--- config.mk ---
export PLATFORM = sky130hd
export DESIGN_NAME = acu_top
export DESIGN_NICKNAME = d
export VERILOG_FILES = /design/src/rtl/acu_pkg.sv /design/src/rtl/acu_req_fifo.sv /design/src/rtl/acu_classify.sv /design/src/rtl/acu_group.sv /design/src/rtl/acu_top.sv
export SDC_FILE = /design/constraint.sdc
export NUM_CORES = 1
export LEC_CHECK = 0
export ABC_CLOCK_PERIOD_IN_PS = 18200
export BUFFER_PORTS_ARGS = -buffer_cell sky130_fd_sc_hd__buf_4
export CORE_MARGIN = 2
export CORE_UTILIZATION = 50
export DETAILED_ROUTE_END_ITERATION = 10
export PLACE_DENSITY = 0.67
export SYNTH_ARGS = -nofsm -noshare
export SYNTH_HDL_FRONTEND = slang
export SYNTH_SLANG_ARGS = --single-unit
export TNS_END_PERCENT = 20
--- constraint.sdc ---
create_clock -name clk -period 18.2 [get_ports clk]
set_input_delay 1.82 -clock clk [delete_from_list [all_inputs] [get_ports clk]]
set_output_delay 1.82 -clock clk [all_outputs]
set_load 0.005 [all_outputs]
--- src/rtl/acu_pkg.sv ---
package acu_pkg;

    // Pattern label carried with every transaction of a request
    typedef enum logic [1:0] {
        KIND_IRREG  = 2'd0,
        KIND_SEQ    = 2'd1,
        KIND_STRIDE = 2'd2,
        KIND_SAME   = 2'd3
    } acu_kind_e;

    // Engine states
    typedef enum logic [1:0] {
        ST_IDLE   = 2'd0,
        ST_LOAD   = 2'd1,
        ST_EMIT   = 2'd2,
        ST_FINISH = 2'd3
    } acu_state_e;

endpackage

--- src/rtl/acu_req_fifo.sv ---
module acu_req_fifo #(
    parameter int WIDTH = 8,
    parameter int DEPTH = 2
) (
    input  logic             clk,
    input  logic             rst_n,
    input  logic             push_valid,
    output logic             push_ready,
    input  logic [WIDTH-1:0] push_data,
    input  logic             pop_en,
    output logic [WIDTH-1:0] pop_data,
    output logic             not_empty
);
    localparam int PTR_W = (DEPTH > 1) ? $clog2(DEPTH) : 1;
    localparam int CNT_W = $clog2(DEPTH + 1);

    logic [WIDTH-1:0] slots [DEPTH];
    logic [PTR_W-1:0] wr_ptr, rd_ptr;
    logic [CNT_W-1:0] count;
    logic             push_fire, pop_fire;

    function automatic logic [PTR_W-1:0] bump(input logic [PTR_W-1:0] p);
        return (p == PTR_W'(DEPTH - 1)) ? '0 : p + 1'b1;
    endfunction

    assign push_ready = (count != CNT_W'(DEPTH));
    assign not_empty  = (count != '0);
    assign push_fire  = push_valid && push_ready;
    assign pop_fire   = pop_en && not_empty;
    assign pop_data   = slots[rd_ptr];

    always_ff @(posedge clk) begin
        if (push_fire) begin
            slots[wr_ptr] <= push_data;
        end
    end

    always_ff @(posedge clk or negedge rst_n) begin
        if (!rst_n) begin
            wr_ptr <= '0;
            rd_ptr <= '0;
            count  <= '0;
        end else begin
            if (push_fire) wr_ptr <= bump(wr_ptr);
            if (pop_fire)  rd_ptr <= bump(rd_ptr);
            unique case ({push_fire, pop_fire})
                2'b10:   count <= count + 1'b1;
                2'b01:   count <= count - 1'b1;
                default: count <= count;
            endcase
        end
    end

endmodule

--- src/rtl/acu_classify.sv ---
module acu_classify
    import acu_pkg::*;
#(
    parameter int LANES      = 8,
    parameter int ADDR_W     = 16,
    parameter int ELEM_BYTES = 4
) (
    input  logic [LANES*ADDR_W-1:0] addr_flat,
    input  logic [LANES-1:0]        mask,
    output acu_kind_e               kind
);
    logic              seen_one, seen_two, uniform;
    logic [ADDR_W-1:0] base, second, step, want;

    // Walk the active lanes in lane order, checking one constant step
    always_comb begin
        seen_one = 1'b0;
        seen_two = 1'b0;
        base     = '0;
        second   = '0;
        for (int i = 0; i < LANES; i++) begin
            if (mask[i]) begin
                if (!seen_one) begin
                    base     = addr_flat[i*ADDR_W +: ADDR_W];
                    seen_one = 1'b1;
                end else if (!seen_two) begin
                    second   = addr_flat[i*ADDR_W +: ADDR_W];
                    seen_two = 1'b1;
                end
            end
        end
        step    = second - base;
        want    = base;
        uniform = 1'b1;
        for (int i = 0; i < LANES; i++) begin
            if (mask[i]) begin
                if (addr_flat[i*ADDR_W +: ADDR_W] != want) uniform = 1'b0;
                want = want + step;
            end
        end
        if (!seen_two)                             kind = KIND_SEQ;
        else if (!uniform)                         kind = KIND_IRREG;
        else if (step == ADDR_W'(ELEM_BYTES))      kind = KIND_SEQ;
        else if (step == '0)                       kind = KIND_SAME;
        else                                       kind = KIND_STRIDE;
    end

endmodule

--- src/rtl/acu_group.sv ---
module acu_group #(
    parameter int LANES  = 8,
    parameter int ADDR_W = 16,
    parameter int OFF_W  = 5
) (
    input  logic [LANES*ADDR_W-1:0] addr_flat,
    input  logic [LANES-1:0]        pending,
    output logic [ADDR_W-OFF_W-1:0] line,
    output logic [LANES-1:0]        lanes
);
    localparam int LINE_W = ADDR_W - OFF_W;

    logic                  found;
    logic [ADDR_W-1:0]     lane_addr [LANES];

    for (genvar g = 0; g < LANES; g++) begin : g_split
        assign lane_addr[g] = addr_flat[g*ADDR_W +: ADDR_W];
    end

    // Lowest pending lane leads; every pending lane in its line joins
    always_comb begin
        found = 1'b0;
        line  = '0;
        for (int i = 0; i < LANES; i++) begin
            if (pending[i] && !found) begin
                line  = lane_addr[i][ADDR_W-1:OFF_W];
                found = 1'b1;
            end
        end
    end

    for (genvar g = 0; g < LANES; g++) begin : g_match
        assign lanes[g] = pending[g] && (lane_addr[g][ADDR_W-1:OFF_W] == LINE_W'(line));
    end

endmodule

--- src/rtl/acu_top.sv ---
module acu_top
    import acu_pkg::*;
#(
    parameter int LANES      = 8,
    parameter int ADDR_W     = 16,
    parameter int LINE_BYTES = 32,
    parameter int ELEM_BYTES = 4,
    parameter int FIFO_DEPTH = 2
) (
    input  logic                                  clk,
    input  logic                                  rst_n,
    input  logic                                  in_valid,
    output logic                                  in_ready,
    input  logic [LANES*ADDR_W-1:0]               in_addr,
    input  logic [LANES-1:0]                      in_mask,
    input  logic                                  in_store,
    output logic                                  out_valid,
    input  logic                                  out_ready,
    output logic [ADDR_W-$clog2(LINE_BYTES)-1:0]  out_line,
    output logic [LANES-1:0]                      out_lanes,
    output logic [1:0]                            out_kind,
    output logic                                  out_store,
    output logic                                  done
);
    localparam int OFF_W   = $clog2(LINE_BYTES);
    localparam int LINE_W  = ADDR_W - OFF_W;
    localparam int ADDR_VW = LANES * ADDR_W;
    localparam int ENTRY_W = ADDR_VW + LANES + 1;

    acu_state_e           state_q, state_d;
    logic [ADDR_VW-1:0]   work_addr;
    logic [LANES-1:0]     pending_q;
    logic                 store_q;
    acu_kind_e            kind_q, cls_kind;
    logic [ENTRY_W-1:0]   head;
    logic                 q_not_empty, pop_en;
    logic [LINE_W-1:0]    grp_line;
    logic [LANES-1:0]     grp_lanes, left_after;

    acu_req_fifo #(
        .WIDTH (ENTRY_W),
        .DEPTH (FIFO_DEPTH)
    ) req_q_i (
        .clk        (clk),
        .rst_n      (rst_n),
        .push_valid (in_valid),
        .push_ready (in_ready),
        .push_data  ({in_store, in_mask, in_addr}),
        .pop_en     (pop_en),
        .pop_data   (head),
        .not_empty  (q_not_empty)
    );

    acu_classify #(
        .LANES      (LANES),
        .ADDR_W     (ADDR_W),
        .ELEM_BYTES (ELEM_BYTES)
    ) cls_i (
        .addr_flat (work_addr),
        .mask      (pending_q),
        .kind      (cls_kind)
    );

    acu_group #(
        .LANES  (LANES),
        .ADDR_W (ADDR_W),
        .OFF_W  (OFF_W)
    ) grp_i (
        .addr_flat (work_addr),
        .pending   (pending_q),
        .line      (grp_line),
        .lanes     (grp_lanes)
    );

    assign pop_en     = (state_q == ST_IDLE) && q_not_empty;
    assign left_after = pending_q & ~grp_lanes;

    // State register
    always_ff @(posedge clk or negedge rst_n) begin
        if (!rst_n) state_q <= ST_IDLE;
        else        state_q <= state_d;
    end

    // Transitions
    always_comb begin
        state_d = state_q;
        unique case (state_q)
            ST_IDLE:   if (q_not_empty) state_d = ST_LOAD;
            ST_LOAD:   state_d = (pending_q == '0) ? ST_FINISH : ST_EMIT;
            ST_EMIT:   if (out_ready && left_after == '0) state_d = ST_FINISH;
            ST_FINISH: state_d = ST_IDLE;
            default:   state_d = ST_IDLE;
        endcase
    end

    // Working registers of the request being split
    always_ff @(posedge clk or negedge rst_n) begin
        if (!rst_n) begin
            work_addr <= '0;
            pending_q <= '0;
            store_q   <= 1'b0;
            kind_q    <= KIND_IRREG;
        end else begin
            unique case (state_q)
                ST_IDLE: if (q_not_empty) begin
                    work_addr <= head[ADDR_VW-1:0];
                    pending_q <= head[ADDR_VW +: LANES];
                    store_q   <= head[ENTRY_W-1];
                end
                ST_LOAD: kind_q <= cls_kind;
                ST_EMIT: if (out_ready) pending_q <= left_after;
                default: ;
            endcase
        end
    end

    // Outputs
    always_comb begin
        out_valid = (state_q == ST_EMIT);
        done      = (state_q == ST_FINISH);
        out_line  = grp_line;
        out_lanes = grp_lanes;
        out_kind  = kind_q;
        out_store = store_q;
    end

endmodule

## Word level (Yosys, flattened, before mapping)

Memories as Yosys holds them, arrays and structs flattened.
Cells that the tools add are included.

| storage, ports and cells | value |
|---|---|
| flip-flop bits (word level) | 145 |
| bits in writable memories | 274 |
| input bits | 141 |
| memories kept | 1 |
| output and inout bits | 25 |
| logic and storage cells | 194 |

Memories:

| name | words | bits a word | rd ports | clocked after memory_dff | write ports | line | text |
|---|---|---|---|---|---|---|---|
| req_q_i.slots | 2 | 137 | 1 | 0 | 1 | acu_req_fifo.sv:17 | `logic [WIDTH-1:0] slots [DEPTH];` |

| operators by class | value |
|---|---|
| mux-type cells | 109 |
| eq/ne operators | 26 |
| bitwise logic cells | 2 |
| add/sub/neg operators | 12 |
| reductions and logical operators | 36 |

Operators with widths:

| cell | number |
|---|---|
| $mux W16 | 42 |
| $ne A16 B16 Y1 | 8 |
| $add A16 B16 Y16 | 7 |
| $eq A11 B11 Y1 | 8 |
| $mux W11 | 8 |
| $mux W1 | 49 |
| $logic_and A1 B1 Y1 | 19 |
| $eq A16 B3 Y1 const B | 1 |
| $logic_not A16 Y1 | 1 |
| $logic_not A8 Y1 | 2 |
| $mux W8 | 2 |
| $pmux W8 S2 | 1 |
| $sub A16 B16 Y16 | 1 |
| $mux W2 | 5 |
| $and A8 B8 Y8 | 1 |
| $not A8 Y8 | 1 |
| $pmux W2 S4 | 1 |
| $logic_not A1 Y1 | 7 |
| $eq A2 B2 Y1 const B | 3 |
| $reduce_bool A2 Y1 | 3 |
| $eq A2 B1 Y1 const B | 2 |
| $ne A2 B1 Y1 const B | 2 |
| $ne A2 B2 Y1 const B | 2 |
| $pmux W2 S2 | 1 |
| 6 further kinds | 8 |

## Depth between registers and ports, before layout

| logic depth | value |
|---|---|
| depth after elaboration | 41 |
| gate-level depth with buffers | 81 |
| gate-level depth less buffers | 72 |

## Hierarchy

From an unflattened synthesis, not the netlist that was laid out.

| unflattened totals | value |
|---|---|
| cell total of the unflattened synthesis | 3076 |
| area total of the unflattened synthesis | 31032.3 µm² |

By module, submodules not included:

| module | instances | sequential area each (µm²) | cells each | area each (µm²) |
|---|---|---|---|---|
| acu_classify | 1 | 0.0 | 1925 | 13006.2 |
| acu_req_fifo | 1 | 8328.0 | 443 | 10128.5 |
| acu_top | 1 | 3528.4 | 334 | 5427.7 |
| acu_group | 1 | 0.0 | 374 | 2469.9 |

## Worst setup path after synthesis

OpenSTA, ideal clock, no wires.

| timing | value |
|---|---|
| path kind | flip-flop to flip-flop |
| start | register pending_q[0] |
| end | register kind_q[0] (netlist: out_kind[0]) |
| data required time | 18104 ps |
| clock period less this slack | 14681 ps |
| path slack | 3519 ps |
| path buffers | 11 |
| stages on the path, launching flop included | 77 |
| library setup time | 96 ps |
| arrival | 14585 ps |
| cells stage by stage | dfrtp_1 > buf_6 > buf_2 > buf_2 > buf_2 > buf_2 > buf_2 > buf_1 > buf_1 > clkbuf_1 > nand2_1 > buf_1 > mux2i_1 > o21ai_0 > a221oi_1 > o211ai_1 > ha_1 > nor2b_1 > [41 not listed] > nand2_1 > xor2_1 > o22ai_1 > o21ba_2 > ha_1 > nor2b_1 > a211oi_1 > o21ai_0 > xor2_1 > o21a_1 > o2bb2ai_1 > xnor2_1 > nand4b_1 > a211oi_1 > o2111ai_1 > nor4b_1 > o32ai_1 > o32ai_2 |

| between the ends | value |
|---|---|
| cells in the longest elaborated chain, start to end | 41 |
| elaborated cells between the ends (all ways) | 101 |
| classes of those cells | add/sub (8); eq/ne (9); mux (83); reduce/logical (1) |

Ends and longest elaborated chain:

| what | line | text |
|---|---|---|
| from (decl) | acu_top.sv:32 | `logic [LANES-1:0] pending_q;` |
| from (signal assigned) | acu_top.sv:107 | `pending_q <= head[ADDR_VW +: LANES];` |
| from (signal assigned) | acu_top.sv:111 | `ST_EMIT: if (out_ready) pending_q <= left_after;` |
| $mux W1 | acu_classify.sv:22 | `if (mask[i]) begin` |
| $mux W16 or $mux W1 (tied branches) | acu_classify.sv:23 | `if (!seen_one) begin` |
| $mux W16 or $mux W1 (tied branches) | acu_classify.sv:22 |  |
| $mux W16 | acu_classify.sv:26 | `end else if (!seen_two) begin` |
| $mux W16 | acu_classify.sv:23 |  |
| $mux W16 | acu_classify.sv:22 |  |
| $mux W16 | acu_classify.sv:26 |  |
| $mux W16 | acu_classify.sv:23 |  |
| [25 not listed] | -- |  |
| $mux W16 or $mux W1 (tied branches) | acu_classify.sv:36, acu_classify.sv:37 |  |
| $add A16 B16 Y16 (tied with other cells) | acu_classify.sv:38 | `want = want + step;` |
| $mux W16 or $mux W1 (tied branches) | acu_classify.sv:36, acu_classify.sv:37 |  |
| $ne A16 B16 Y1 or $mux W1 (tied branches) | acu_classify.sv:37, acu_classify.sv:36 |  |
| $mux W1 | acu_classify.sv:37 | `if (addr_flat[i*ADDR_W +: ADDR_W] != want) uniform = 1'b0;` |
| $mux W1 | acu_classify.sv:36 | `if (mask[i]) begin` |
| $mux W2 | acu_classify.sv:42 | `else if (!uniform) kind = KIND_IRREG;` |
| $mux W2 * | acu_classify.sv:41 | `if (!seen_two) kind = KIND_SEQ;` |
| to (signal assigned) | acu_top.sv:110 | `ST_LOAD: kind_q <= cls_kind;` |
| to (decl) | acu_top.sv:34 | `acu_kind_e kind_q, cls_kind;` |

Every way passes the cells marked *; elsewhere a longest branch is shown, timed or not.
A chain may end at the register's enable or synchronous reset.

## Worst setup path in the final report

| timing | value |
|---|---|
| start | register pending_q[0] |
| end | register kind_q[1] (netlist: out_kind[1]) |

Same word-level chain as after synthesis.

==> results_dict.tcl <==
set metrics [dict create \
    rsz0062_at_grt "false" \
    rows 88 \
    path_max_fanout 29 \
    period_minus_slack_ns 17.31 \
    synth_top_cell_by_area "edfxtp_1" \
    relSlewSlack_pct 20.1 \
    cts-root-buf "clkbuf_16" \
    dp_hpwl_um 94000 \
    r2r_start "pending_q[0]" \
    nets 3432 \
    cp_common_cell "ha_1" \
    cpMaxStageDelayCell "dfrtp_4" \
    cp-start-kind "flip-flop" \
    gp_congestion 1.06 \
    syn_avg_cell_area_um2 9.57 \
    post_cts_buffers 0 \
    synth_fa_ha_area_share_pct 5.80 \
    drcViolationCount 0 \
    synth_area_leaders "edfxtp_1 (28%), dfrtp_1 (12%), mux2i_1 (6.0%)" \
    firstDrtPassIters 5 \
    vias 26400 \
    io_buffers 165 \
    drive_gt1_share_pct 13.0 \
    setup-tns-final_ns 0 \
    synth_top_area_share_pct 28.2 \
    ant_nets 0 \
    first_global_vias 25700 \
    synth_most_common_cell "nand2_1" \
    antenna_found_initial 1 \
    maxCapViolCount 0 \
    initial_utilization_pct 50.6 \
    cts_tree "done" \
    min_path_type "reg2reg" \
    grt_use_total_pct 39.9 \
    numCtsBuffers 42 \
    finalMaxSlewViolations 0 \
    slowest_delay_ns 0.68 \
    synthSimpleGateAreaFrac_pct 13.6 \
    die-height_um 246 \
    hold_path.startpoint "work_addr[5]" \
    coreArea_um2 57700 \
    clk_latency_ns 0.59 \
    syn-instance-count 3049 \
    synth_top_family_by_area "compound AO/OA/AOI/OAI gates" \
    finalSetupViolCount 0 \
    syn_area_um2 29200 \
    io_pins 166 \
    finalHoldViolations 0 \
    fill_cells 5059 \
    fin_skew_ns 0.0342 \
    clkSinkCount 419 \
    synthToLayoutAreaGrowth_pct 12.5 \
    synth_mux_area_share_pct 6.31 \
    ys_dominant_reg_cell "edfxtp_1" \
    synth-seq-area-share_pct 40.6 \
    synth-compound-area-share_pct 20.4 \
    worstPathArrival_ns 17.76 \
    rr_worst_depth 67 \
    yosysWarningCount 0 \
    max_freq_ghz 0.0578 \
    h-tree-depth 2 \
    fin_crit_sh_pct 95.1 \
    synth-async-reset-ratio_pct 34.6 \
    dieArea_um2 60300 \
    die_x_um 246 \
    drt-initial-drc-count 3063 \
    end_kind "flip-flop" \
    routed_wirelength_um 122000 \
    ys_seq_elements 419 \
    via_per_inst 6.66 \
    hold_path_depth 2 \
    clk_path_buf_depth 3 \
    ys_top_cells_by_count "nand2_1 (358), edfxtp_1 (274), o21ai_0 (257)" \
    cp.required_ns 18.65 \
    yosysUniqueCellTypes 103 \
    startpoint "pending_q[0]" \
    synth_edf_count 274 \
    synth_nets 3321 \
    synth-xor-area-share_pct 9.50 \
    grt_max_degree 91 \
    worst_pin_slew_ns 1.20 \
    overflow 0 \
    status "complete, no violations" \
    grt_pass1_wl_um 175000 \
    wire_per_inst_um 30.7 \
    critPathKind "reg2reg" \
    clk_pin_slew_ns 0.06 \
]
==> cells in the final DEF, fill, tap and decap left out, drive strengths merged, types with 30 or more instances in the layout <==
cell / synthesis / final
a211oi: 38 / 38
a21o: 52 / 52
a21oi: 175 / 175
a31oi: 30 / 30
buf: 52 / 260
clkbuf: 141 / 61
dfrtp: 145 / 145
edfxtp: 274 / 274
ha: 124 / 124
inv: 88 / 90
mux2i: 174 / 174
nand2: 358 / 358
nand3: 63 / 63
nand4: 30 / 30
nor2: 132 / 132
nor3: 46 / 46
o211ai: 46 / 46
o21a: 34 / 34
o21ai: 266 / 266
xnor2: 193 / 193
xor2: 113 / 113
==> flip-flops by register name, summed over array words and instances, names as in the netlist <==
name	cells
req_q_i.slots	274
work_addr	128
pending_q	8
out_kind	2
req_q_i.count	2
state_q	2
out_store	1
req_q_i.rd_ptr	1
req_q_i.wr_ptr	1
==> timing repair <==
action                     in CTS  in global routing
gates resized for setup         0                 12
hold buffers                    0                  0
setup endpoints to repair       0                  2
==> worst max-delay path: cells and delay by family (launching register included) <==
kind,cells,cell delay (ns)
AOI/OAI and AO/OA,27,6.73
and+or+nand+nor,17,3.26
adders and majority gates,9,3.25
xor gates and xnor gates,8,2.01
buffers and inverters,5,1.02
DFF,1,0.68
muxes,1,0.21
==> through the flow <==
stage / setup slack (ns) / instances / hold WS (ns) / util (%) / cell area, um2
floorplan: 3.52 / 3049 / 0.441 / - / 29200
global placement: 1.04 / 3881 / 0.459 / 54.5 / 31400
detailed placement: 0.813 / 3881 / 0.471 / 54.5 / 31400
CTS: 0.689 / 3959 / 0.484 / 56.8 / 32800
global route: 0.00683 / 3959 / 0.514 / 56.9 / 32800
finish: 0.887 / 3961 / 0.481 / 56.9 / 32800
==> cells by family (layout without fill, tap and decap cells) <==
kind of cell    count (synthesis)  after routing
compound gates                899            899
xor+xnor                      310            310
fa+ha+maj                     131            131
buf+inv                       283            428
flops                         419            419
mux                           183            183
other cells                     0              2
simple gates                  824            824
==> routing by layer <==
| metal | vias up | GRT usage, % | wire (um) |
|---|---|---|---|
| met3 | 392 | 8.91 | 12000 |
| met5 | - | 0 | 0 |
| met4 | 0 | 22.8 | 7860 |
| met1 | 12900 | 52.6 | 48600 |
| met2 | 1569 | 60.5 | 53000 |
| li1 | 11500 | - | - |
==> worst paths after layout <==
path | to | slack [ns]
worst max-delay path | out_kind[1] | 0.89
worst min-delay path | work_addr[5] | 0.48
worst max register to register | out_kind[1] | 0.89
worst min register to register | work_addr[5] | 0.48
max in group asynchronous | out_kind[0] | 15.42
min in group asynchronous | out_store | 1.24
==> layout make-up <==
type	count	area, um2	share of cell area (%)
multi-input cells	2347	16300	49.8
flip-flops and latches	419	11900	36.2
repair buffers	260	1970	5.99
clock buffers	61	1140	3.48
well taps	765	957	2.92
inverters	90	338	1.03
clock inverters	17	206	0.629
diodes	2	5.00	0.0152
Power is not shown: default switching activity piles up to over one toggle a cycle in this logic, so the estimate is an artifact.
